### config.mk
export PLATFORM = sky130hd
export DESIGN_NAME = busyw_top
export DESIGN_NICKNAME = d
export VERILOG_FILES = /design/src/rtl/busyw_pkg.sv /design/src/rtl/busyw_sync.sv /design/src/rtl/busyw_timer.sv /design/src/rtl/busyw_flags.sv /design/src/rtl/busyw_top.sv
export SDC_FILE = /design/constraint.sdc
export NUM_CORES = 1
export LEC_CHECK = 0
export BUFFER_PORTS_ARGS = -buffer_cell sky130_fd_sc_hd__buf_2
export CAP_MARGIN = 40
export CORE_UTILIZATION = 50
export DETAILED_ROUTE_END_ITERATION = 12
export PLACE_DENSITY = 0.83
export REMOVE_ABC_BUFFERS = 1
export SLEW_MARGIN = 10
export SYNTH_ARGS = -nofsm -noshare
export SYNTH_HDL_FRONTEND = slang
export SYNTH_HIERARCHICAL = 1
export SYNTH_SLANG_ARGS = --single-unit
export TNS_END_PERCENT = 5
### constraint.sdc
create_clock -name clk -period 2.5 [get_ports clk]
set_input_delay 0.5 -clock clk [delete_from_list [all_inputs] [get_ports clk]]
set_output_delay 0.5 -clock clk [all_outputs]
set_load 0.05 [all_outputs]
### src/rtl/busyw_pkg.sv
package busyw_pkg;
    localparam int NFLAG   = 3;
    localparam int FLG_IDL = 0;
    localparam int FLG_END = 1;
    localparam int FLG_TMO = 2;

    typedef struct packed {
        logic busy;
    } ctl_state_t;
endpackage

### src/rtl/busyw_sync.sv
module busyw_sync #(
    parameter int   STAGES = 2,
    parameter logic RST_VAL = 1'b1
) (
    input  logic clk,
    input  logic rst_n,
    input  logic d_in,
    output logic d_out
);
    typedef struct packed {
        logic [STAGES-1:0] chain;
    } sync_t;

    sync_t s_d, s_q;

    generate
        if (STAGES == 1) begin : g_one
            always_comb s_d.chain = d_in;
        end else begin : g_many
            always_comb s_d.chain = {s_q.chain[STAGES-2:0], d_in};
        end
    endgenerate

    always_ff @(posedge clk or negedge rst_n) begin
        if (!rst_n) s_q.chain <= {STAGES{RST_VAL}};
        else        s_q <= s_d;
    end

    assign d_out = s_q.chain[STAGES-1];
endmodule

### src/rtl/busyw_timer.sv
module busyw_timer #(
    parameter int TW = 8
) (
    input  logic          clk,
    input  logic          rst_n,
    input  logic          load,
    input  logic [TW-1:0] load_val,
    input  logic          dec,
    output logic          zero
);
    typedef struct packed {
        logic [TW-1:0] cnt;
    } tmr_t;

    tmr_t t_d, t_q;

    always_comb begin
        t_d = t_q;
        if (load)
            t_d.cnt = load_val;
        else if (dec && (t_q.cnt != '0))
            t_d.cnt = t_q.cnt - 1'b1;
    end

    always_ff @(posedge clk or negedge rst_n) begin
        if (!rst_n) t_q <= '0;
        else        t_q <= t_d;
    end

    assign zero = (t_q.cnt == '0);

    AST_CNT_NO_WRAP: assert property (@(posedge clk) disable iff (!rst_n)
        (zero && !load) |=> zero);
    AST_CNT_LOAD: assert property (@(posedge clk) disable iff (!rst_n)
        load |=> (t_q.cnt == $past(load_val)));
endmodule

### src/rtl/busyw_flags.sv
module busyw_flags #(
    parameter int N = 3
) (
    input  logic         clk,
    input  logic         rst_n,
    input  logic [N-1:0] set,
    input  logic [N-1:0] clr,
    output logic [N-1:0] flag
);
    typedef struct packed {
        logic [N-1:0] f;
    } flg_t;

    flg_t f_d, f_q;

    generate
        for (genvar i = 0; i < N; i++) begin : g_bit
            always_comb f_d.f[i] = set[i] | (f_q.f[i] & ~clr[i]);
        end
    endgenerate

    always_ff @(posedge clk or negedge rst_n) begin
        if (!rst_n) f_q <= '0;
        else        f_q <= f_d;
    end

    assign flag = f_q.f;

    generate
        for (genvar i = 0; i < N; i++) begin : g_chk
            AST_W1C: assert property (@(posedge clk) disable iff (!rst_n)
                (clr[i] && !set[i]) |=> !flag[i]);
            AST_STICKY: assert property (@(posedge clk) disable iff (!rst_n)
                (flag[i] && !clr[i]) |=> flag[i]);
        end
    endgenerate
endmodule

### src/rtl/busyw_top.sv
module busyw_top
    import busyw_pkg::*;
#(
    parameter int TW = 8,
    parameter int SYNC_STAGES = 2
) (
    input  logic          clk,
    input  logic          rst_n,
    input  logic          card_ce,
    input  logic          resp_end,
    input  logic          dat0_in,
    input  logic [TW-1:0] busy_limit,
    input  logic          tmo_en,
    input  logic [2:0]    flag_clr,
    output logic          busy_now,
    output logic          idle_rel_flag,
    output logic          busy_end_flag,
    output logic          timeout_flag
);
    logic             dat0_s;
    logic             cnt_zero;
    logic             tmr_load;
    logic             tmr_dec;
    logic             go_release;
    logic             go_timeout;
    logic [NFLAG-1:0] flag_set;
    logic [NFLAG-1:0] flags;
    ctl_state_t       c_d, c_q;

    busyw_sync #(.STAGES(SYNC_STAGES), .RST_VAL(1'b1)) u_sync (
        .clk   (clk),
        .rst_n (rst_n),
        .d_in  (dat0_in),
        .d_out (dat0_s)
    );

    always_comb begin
        c_d        = c_q;
        flag_set   = '0;
        tmr_load   = 1'b0;
        tmr_dec    = 1'b0;
        go_release = c_q.busy && dat0_s;
        go_timeout = c_q.busy && !dat0_s && card_ce && tmo_en && cnt_zero
                     && !resp_end;
        if (resp_end && !dat0_s) begin
            c_d.busy = 1'b1;
            tmr_load = 1'b1;
        end else if (resp_end && dat0_s && !c_q.busy) begin
            flag_set[FLG_IDL] = 1'b1;
        end else if (go_release) begin
            c_d.busy          = 1'b0;
            flag_set[FLG_END] = 1'b1;
        end else if (go_timeout) begin
            c_d.busy          = 1'b0;
            flag_set[FLG_TMO] = 1'b1;
        end else if (c_q.busy && card_ce) begin
            tmr_dec = 1'b1;
        end
    end

    always_ff @(posedge clk or negedge rst_n) begin
        if (!rst_n) c_q <= '0;
        else        c_q <= c_d;
    end

    busyw_timer #(.TW(TW)) u_timer (
        .clk      (clk),
        .rst_n    (rst_n),
        .load     (tmr_load),
        .load_val (busy_limit),
        .dec      (tmr_dec),
        .zero     (cnt_zero)
    );

    busyw_flags #(.N(NFLAG)) u_flags (
        .clk   (clk),
        .rst_n (rst_n),
        .set   (flag_set),
        .clr   (flag_clr),
        .flag  (flags)
    );

    assign busy_now      = c_q.busy;
    assign idle_rel_flag = flags[FLG_IDL];
    assign busy_end_flag = flags[FLG_END];
    assign timeout_flag  = flags[FLG_TMO];

    AST_BUSY_START: assert property (@(posedge clk) disable iff (!rst_n)
        (resp_end && !dat0_s) |=> busy_now);
    AST_IDLE_NO_BUSY: assert property (@(posedge clk) disable iff (!rst_n)
        (resp_end && dat0_s && !busy_now) |=> (!busy_now && idle_rel_flag));
    AST_TMO_NEEDS_EN: assert property (@(posedge clk) disable iff (!rst_n)
        $rose(timeout_flag) |-> ($past(tmo_en) && $past(busy_now)));
    AST_END_NEEDS_BUSY: assert property (@(posedge clk) disable iff (!rst_n)
        $rose(busy_end_flag) |-> ($past(busy_now) && !busy_now));
    AST_ONE_WINNER: assert property (@(posedge clk) disable iff (!rst_n)
        !($rose(busy_end_flag) && $rose(timeout_flag)));
    AST_IDLE_QUIET: assert property (@(posedge clk) disable iff (!rst_n)
        (!busy_now && !resp_end) |=> !busy_now);
endmodule

==> out/metrics.yaml, run 1 <==
status:
  status: "completed"
detailed_routing:
  drt_first_pass_iters: 4
  wirelength_mm: 1.69
  viasPerCell: 6.09
  drt_iter0_drc: 17
  vias: 731
  antenna_left: 0
  avgRoutedWirePerCell_um: 14.1
  drc: 0
global_route:
  grt_pass1_wl_mm: 2.88
  grt_start_max_net_pins: 15
  grt_overflow: 0
  grt_pass1_vias: 656
  antenna_found_initial: 0
  grtUsageTotal_pct: 21.7
pwr:
  power.internal_uw: 392
  p_comb_share_pct: 21.3
  power_switching_uw: 174
  max-vdd-ir-drop_mv: 0.281
  p_clk_share_pct: 29.3
  switching_share_pct: 30.8
  leakagePower_uw: 0.000449
  p_per_area_nw_per_um2: 599
  power_frac_seq_pct: 49.3
critical_path:
  worstSetupPathType: "register to register"
  regToRegSetupSlack_ns: 0.18
  r2r_cells: 8
  crit_path_end_kind: "register"
  path_max_fanout: 6
  critPathBufInv: 1
  crit_family: "compound AO/OA/AOI/OAI gates"
  start_kind: "register"
  critPathSlowestCell: "or3b_4"
  critPathLaunch: "u_timer/t_q[0]"
  critPathArrivalTime_ns: 2.49
  path_cells: "inv_1 > ha_1 > or3b_2 > nor2_1 > a21oi_1 > or3b_4 > o311a_1 > a221o_1"
  max_stage_delay_ns: 0.43
  cp.required_ns: 2.67
  r2r_end: "u_timer/t_q[7]"
  reg2reg_from: "u_timer/t_q[0]"
floorplanning:
  start_util_pct: 56.6
  rows: 13
  die_area_um2: 1730
  die_x_um: 41.5
  die_h_um: 41.5
  pin_count: 21
  core_area_um2: 1380
timing:
  final.setup.tns_ns: 0
  slew_headroom_pct: 54.6
  timing.fmax_mhz: 431
  hold_slack_ns: 0.0916
  setup_viol: 0
  finalCritPeriodShare_pct: 92.7
  finalMaxSlewViolations: 0
  rsz0062_at_grt: "no"
  fin_ws_ns: 0.182
  period_needed_ns: 2.32
  worst_slew_pin_slew_ns: 0.674
  clock_skew_ns: 0.00549
  hold_viol: 0
clocking:
  numCtsBuffers: 3
  cts.sinks: 14
  htreeDepth: 1
  path_clk_slew_ns: 0.09
  ctsHoldBuffers: 0
  tritoncts: "yes"
  clockBufferDepth: 2
  cts_setup_buffers: 0
  root_buffer: "clkbuf_4"
  clk_latency_ns: 0.28
yosys:
  ys_seq_area_share_pct: 45.1
  ys_seq_elements: 14
  synth_area_leader_cell: "dfrtp_1"
  synth_common_cells: "dfrtp_1, nor2_1, inv_1"
  synth.top_cell.area_share_pct: 38.4
  ys_top_cells_by_area: "dfrtp_1, dfstp_2, nor2_1"
  synth-warning-count: 6
  syn_area_um2: 782
  async_reset_ff_share_pct: 100
  synth_cell_types: 37
  synth_area_per_cell_um2: 9.65
  ys.flop_type: "dfrtp_1"
  synth.most_common_cell: "dfrtp_1"
  syn_inst: 81
  synth_edf_count: 0
place:
  gp_congestion: 0.825
  post-place-ws_ns: 0.174
  hpwl_mm: 1.21
  port_buffers: 20
layout:
  seq_area_um2: 353
  antennaDiodeCount: 0
  syn_to_final_growth_pct: 21.0
  drive_gt1_share_pct: 30.5
  fin_nets: 125
  multi_input_area_um2: 400
  fillers: 121
run:
  maxCapViolations: 0
hold_path:
  hp-class: "primary input to asynchronous set/reset pin"
==> per-layer routing <==
layer	vias up	GRT usage, %	wire length [µm]
met5	-	0	0
met4	0	9.68	31
met3	5	5.22	90
met2	28	34.4	811
met1	343	28.1	757
li1	355	-	-
==> kinds of logic after synthesis <==
logic type / Yosys count / synth area share (%)
buffers and inverters: 8 / 4.00
and+or+nand+nor: 35 / 26.6
AOI/OAI and AO/OA: 22 / 21.1
DFF: 14 / 45.1
adders and majority gates: 2 / 3.20
==> power by group through the flow <==
stage | Sequential (µW) | Combinational (µW) | Clock [µW]
2_1_floorplan | 290 | 66.5 | 0
3_3_place_gp | 281 | 114 | 0
3_5_place_dp | 282 | 119 | 0
4_1_cts | 278 | 120 | 169
5_1_grt | 284 | 132 | 180
6_report | 280 | 121 | 166
==> cell usage in the layout, fill, tap and decap left out, types with 2 or more instances in the layout <==
cell type | Yosys | final
nor3_1 | 3 | 3
a21oi_1 | 4 | 4
dfstp_2 | 2 | 2
a21o_1 | 3 | 3
nand4_1 | 2 | 2
buf_4 | 0 | 2
o21ai_0 | 2 | 2
ha_1 | 2 | 2
a221o_1 | 2 | 2
buf_2 | 1 | 20
clkbuf_4 | 0 | 3
nand2_1 | 4 | 4
nor2b_1 | 2 | 2
or4_1 | 3 | 3
nor2_1 | 8 | 8
a31oi_1 | 2 | 2
nor3b_1 | 3 | 3
nand3_1 | 2 | 2
inv_1 | 5 | 5
dfrtp_1 | 12 | 12
==> flip-flops by register name, summed over array words and instances (netlist names) <==
register / flops
busy_now: 1
u_timer/t_q: 8
u_flags/flag: 3
u_sync/s_q: 2
==> worst max-delay path by stage <==
stage / to / slack (ns) / cells after the start
after floorplan: u_timer/t_q[7] / 0.20 / 8
after global placement: u_timer/t_q[7] / 0.28 / 8
after detailed placement: u_timer/t_q[7] / 0.17 / 8
after CTS: u_timer/t_q[7] / 0.16 / 8
after global routing: u_timer/t_q[3] / 0.02 / 8
final: u_timer/t_q[7] / 0.18 / 8
==> through the flow <==
| step | util (%) | total power, µW | cells | cell area, µm² |
|---|---|---|---|---|
| 2_1_floorplan | - | 357 | 79 | 773 |
| 3_3_place_gp | 65.6 | 394 | 116 | 907 |
| 3_5_place_dp | 65.6 | 401 | 116 | 907 |
| 4_1_cts | 68.2 | 567 | 120 | 943 |
| 5_1_grt | 68.4 | 596 | 120 | 946 |
| 6_report | 68.4 | 567 | 120 | 946 |
==> timing repair <==
action / in CTS / in global routing
setup endpoints to repair: 0 / 2
hold endpoints to repair: 0 / 0
resized for setup: 0 / 1
==> area by class of cell <==
class                   instances  area share [%]
flip-flops and latches         14            37.3
well taps                      15            1.98
clock buffers                   4            3.84
inverters                       6            2.38
multi-input cells              59            42.3
repair buffers                 22            12.2
No activity file was read; power rests on OpenSTA's default activity.
==> run 2, diff against run 1 <==
--- a/config.mk
+++ b/config.mk
@@ -7,9 +7,9 @@
 export LEC_CHECK = 0
 export BUFFER_PORTS_ARGS = -buffer_cell sky130_fd_sc_hd__buf_2
 export CAP_MARGIN = 40
-export CORE_UTILIZATION = 50
+export CORE_UTILIZATION = 53
 export DETAILED_ROUTE_END_ITERATION = 12
-export PLACE_DENSITY = 0.83
+export PLACE_DENSITY = 0.87
 export REMOVE_ABC_BUFFERS = 1
 export SLEW_MARGIN = 10
 export SYNTH_ARGS = -nofsm -noshare
==> constraint.sdc (replaced) <==
create_clock -name clk -period 2.85 [get_ports clk]
set_input_delay 0.57 -clock clk [delete_from_list [all_inputs] [get_ports clk]]
set_output_delay 0.57 -clock clk [all_outputs]
set_load 0.05 [all_outputs]
==> run 2 against run 1 <==
- combinational power decreased by 14%
- wire length decreased by 1.5%
- critical path depth unchanged
- clock skew about the same
- count of clock-buffer cells in the layout unchanged
- final area decreased by 1.1%
- fmax decreased by 11%
- clock power decreased by 12%
- largest power group unchanged
- highest routed layer unchanged
==> out/metrics.yaml, run 2 (synthesis results as in run 1) <==
status:
  status: "completed"
global_route:
  grt_pass1_wl_mm: 2.68
  antenna_found_initial: 0
  grt_start_max_net_pins: 15
  grtUsageTotal_pct: 26.5
  grt_pass1_vias: 626
  grt_overflow: 0
place:
  dpl_cell_area_um2: 900
  gp_congestion: 0.863
  port_buffers: 20
  hpwl_mm: 1.24
detailed_routing:
  wirelength_mm: 1.67
  vias: 708
  drt_iter0_drc: 14
  antenna_left: 0
  drc: 0
  viasPerCell: 5.95
  avgRoutedWirePerCell_um: 14.0
  drt_first_pass_iters: 2
critical_path:
  regToRegSetupSlack_ns: 0.26
  start_kind: "register"
  r2r_cells: 8
  r2r_end: "u_timer/t_q[3]"
  max_stage_delay_ns: 0.48
  critPathSlowestCell: "or3b_1"
  path_max_fanout: 6
  critPathArrivalTime_ns: 2.78
  cp.required_ns: 3.04
  critPathLaunch: "u_timer/t_q[0]"
  path_cells: "inv_1 > ha_1 > or3b_2 > nor2_1 > a21oi_1 > or3b_1 > or4_1 > o221ai_1"
  crit_path_end_kind: "register"
  worstSetupPathType: "register to register"
  reg2reg_from: "u_timer/t_q[0]"
layout:
  syn_to_final_growth_pct: 19.7
  fin_area_um2: 936
  max_flop_register: "u_timer/t_q"
  fillers: 105
  largest_reg_flops: 8
  antennaDiodeCount: 0
  fin_nets: 124
  final_core_util_pct: 70.2
  layout_common_cells: "buf_2, dfrtp_1, nor2_1"
  layout_commonest_cell: "buf_2"
  drive_gt1_share_pct: 28.8
timing:
  finalCritPeriodShare_pct: 90.9
  clock_skew_ns: 0.00523
  finalMaxSlewViolations: 0
  worst_slew_pin_slew_ns: 0.641
  rsz0062_at_grt: "no"
  setup_viol: 0
  final.setup.tns_ns: 0
  timing.fmax_mhz: 386
  hold_viol: 0
  period_needed_ns: 2.59
  slew_headroom_pct: 57.2
clocking:
  tritoncts: "yes"
  clk_latency_ns: 0.29
  cts.sinks: 14
  ctsResizeCount: 0
  clockBufferDepth: 2
  htreeDepth: 1
  ctsHoldBuffers: 0
  root_buffer: "clkbuf_4"
  cts_setup_buffers: 0
  numCtsBuffers: 3
  path_clk_slew_ns: 0.09
hold_path:
  hp-class: "primary input to asynchronous set/reset pin"
floorplanning:
  start_util_pct: 58.6
  rows: 13
  pin_count: 21
  die_h_um: 40.4
  die_x_um: 40.4
  die_area_um2: 1630
  core_area_um2: 1330
pwr:
  p_per_area_nw_per_um2: 529
  leakagePower_uw: 0.000441
  max-vdd-ir-drop_mv: 0.383
run:
  maxCapViolations: 0
==> run 2: cell count changes in the layout (fill, tap and decap cells not counted) <==
cell	change
or3b_4	-1
buf_4	-1
or3b_1	+1
==> run 2: metal layers <==
metal | up-vias | routed length (µm) | global-route usage (%) | part of all wire, %
met4 | 0 | 55 | 20.0 | 3.3
met1 | 334 | 776 | 31.5 | 47
met5 | - | 0 | 0 | 0
met3 | 6 | 55 | 7.22 | 3.3
met2 | 17 | 777 | 40.1 | 47
li1 | 351 | - | - | -
==> run 2: final cells by class <==
| cell class | count | area, µm² | area share (%) |
|---|---|---|---|
| multi-input cells | 59 | 398 | 42.5 |
| flip-flops and latches | 14 | 353 | 37.7 |
| repair buffers | 21 | 108 | 11.5 |
| clock buffers | 4 | 36.3 | 3.88 |
| inverters | 6 | 22.5 | 2.41 |
| well taps | 15 | 18.8 | 2.01 |
==> run 2: worst max-delay path: cells and delay by family, from the launching register on <==
family / cells / cell delay (ns)
adder cells (fa/ha/maj): 1 / 0.24
AO/OA/AOI/OAI: 2 / 0.59
AND/OR/NAND/NOR: 4 / 1.20
flip-flops: 1 / 0.39
buffers and inverters: 1 / 0.09
==> run 2: power by group <==
part	switching, µW	total (µW)	internal [µW]	leakage [µW]
logic	59.7	104	44.6	0.000253
clock network	67.9	146	77.9	0.0000210
registers	24.1	245	221	0.000168
total	152	495	343	0.000441
==> run 2: how the worst max path moves through the flow <==
stage	cells past startpoint	to	slack, ns
after CTS	8	u_timer/t_q[3]	0.29
after global placement	8	u_timer/t_q[7]	0.45
final	8	u_timer/t_q[3]	0.26
after global routing	8	u_timer/t_q[3]	0.13
after detailed placement	8	u_timer/t_q[3]	0.31
after floorplan	8	u_timer/t_q[7]	0.55
==> run 2: metrics by stage <==
step	total power [µW]	setup WS, ns	cells	hold slack, ns
after global placement	345	0.450	115	0.346
after detailed placement	351	0.308	115	0.352
after floorplan	313	0.553	79	0.274
after global routing	526	0.127	119	0.172
final	495	0.260	119	0.153
after CTS	499	0.288	119	0.158
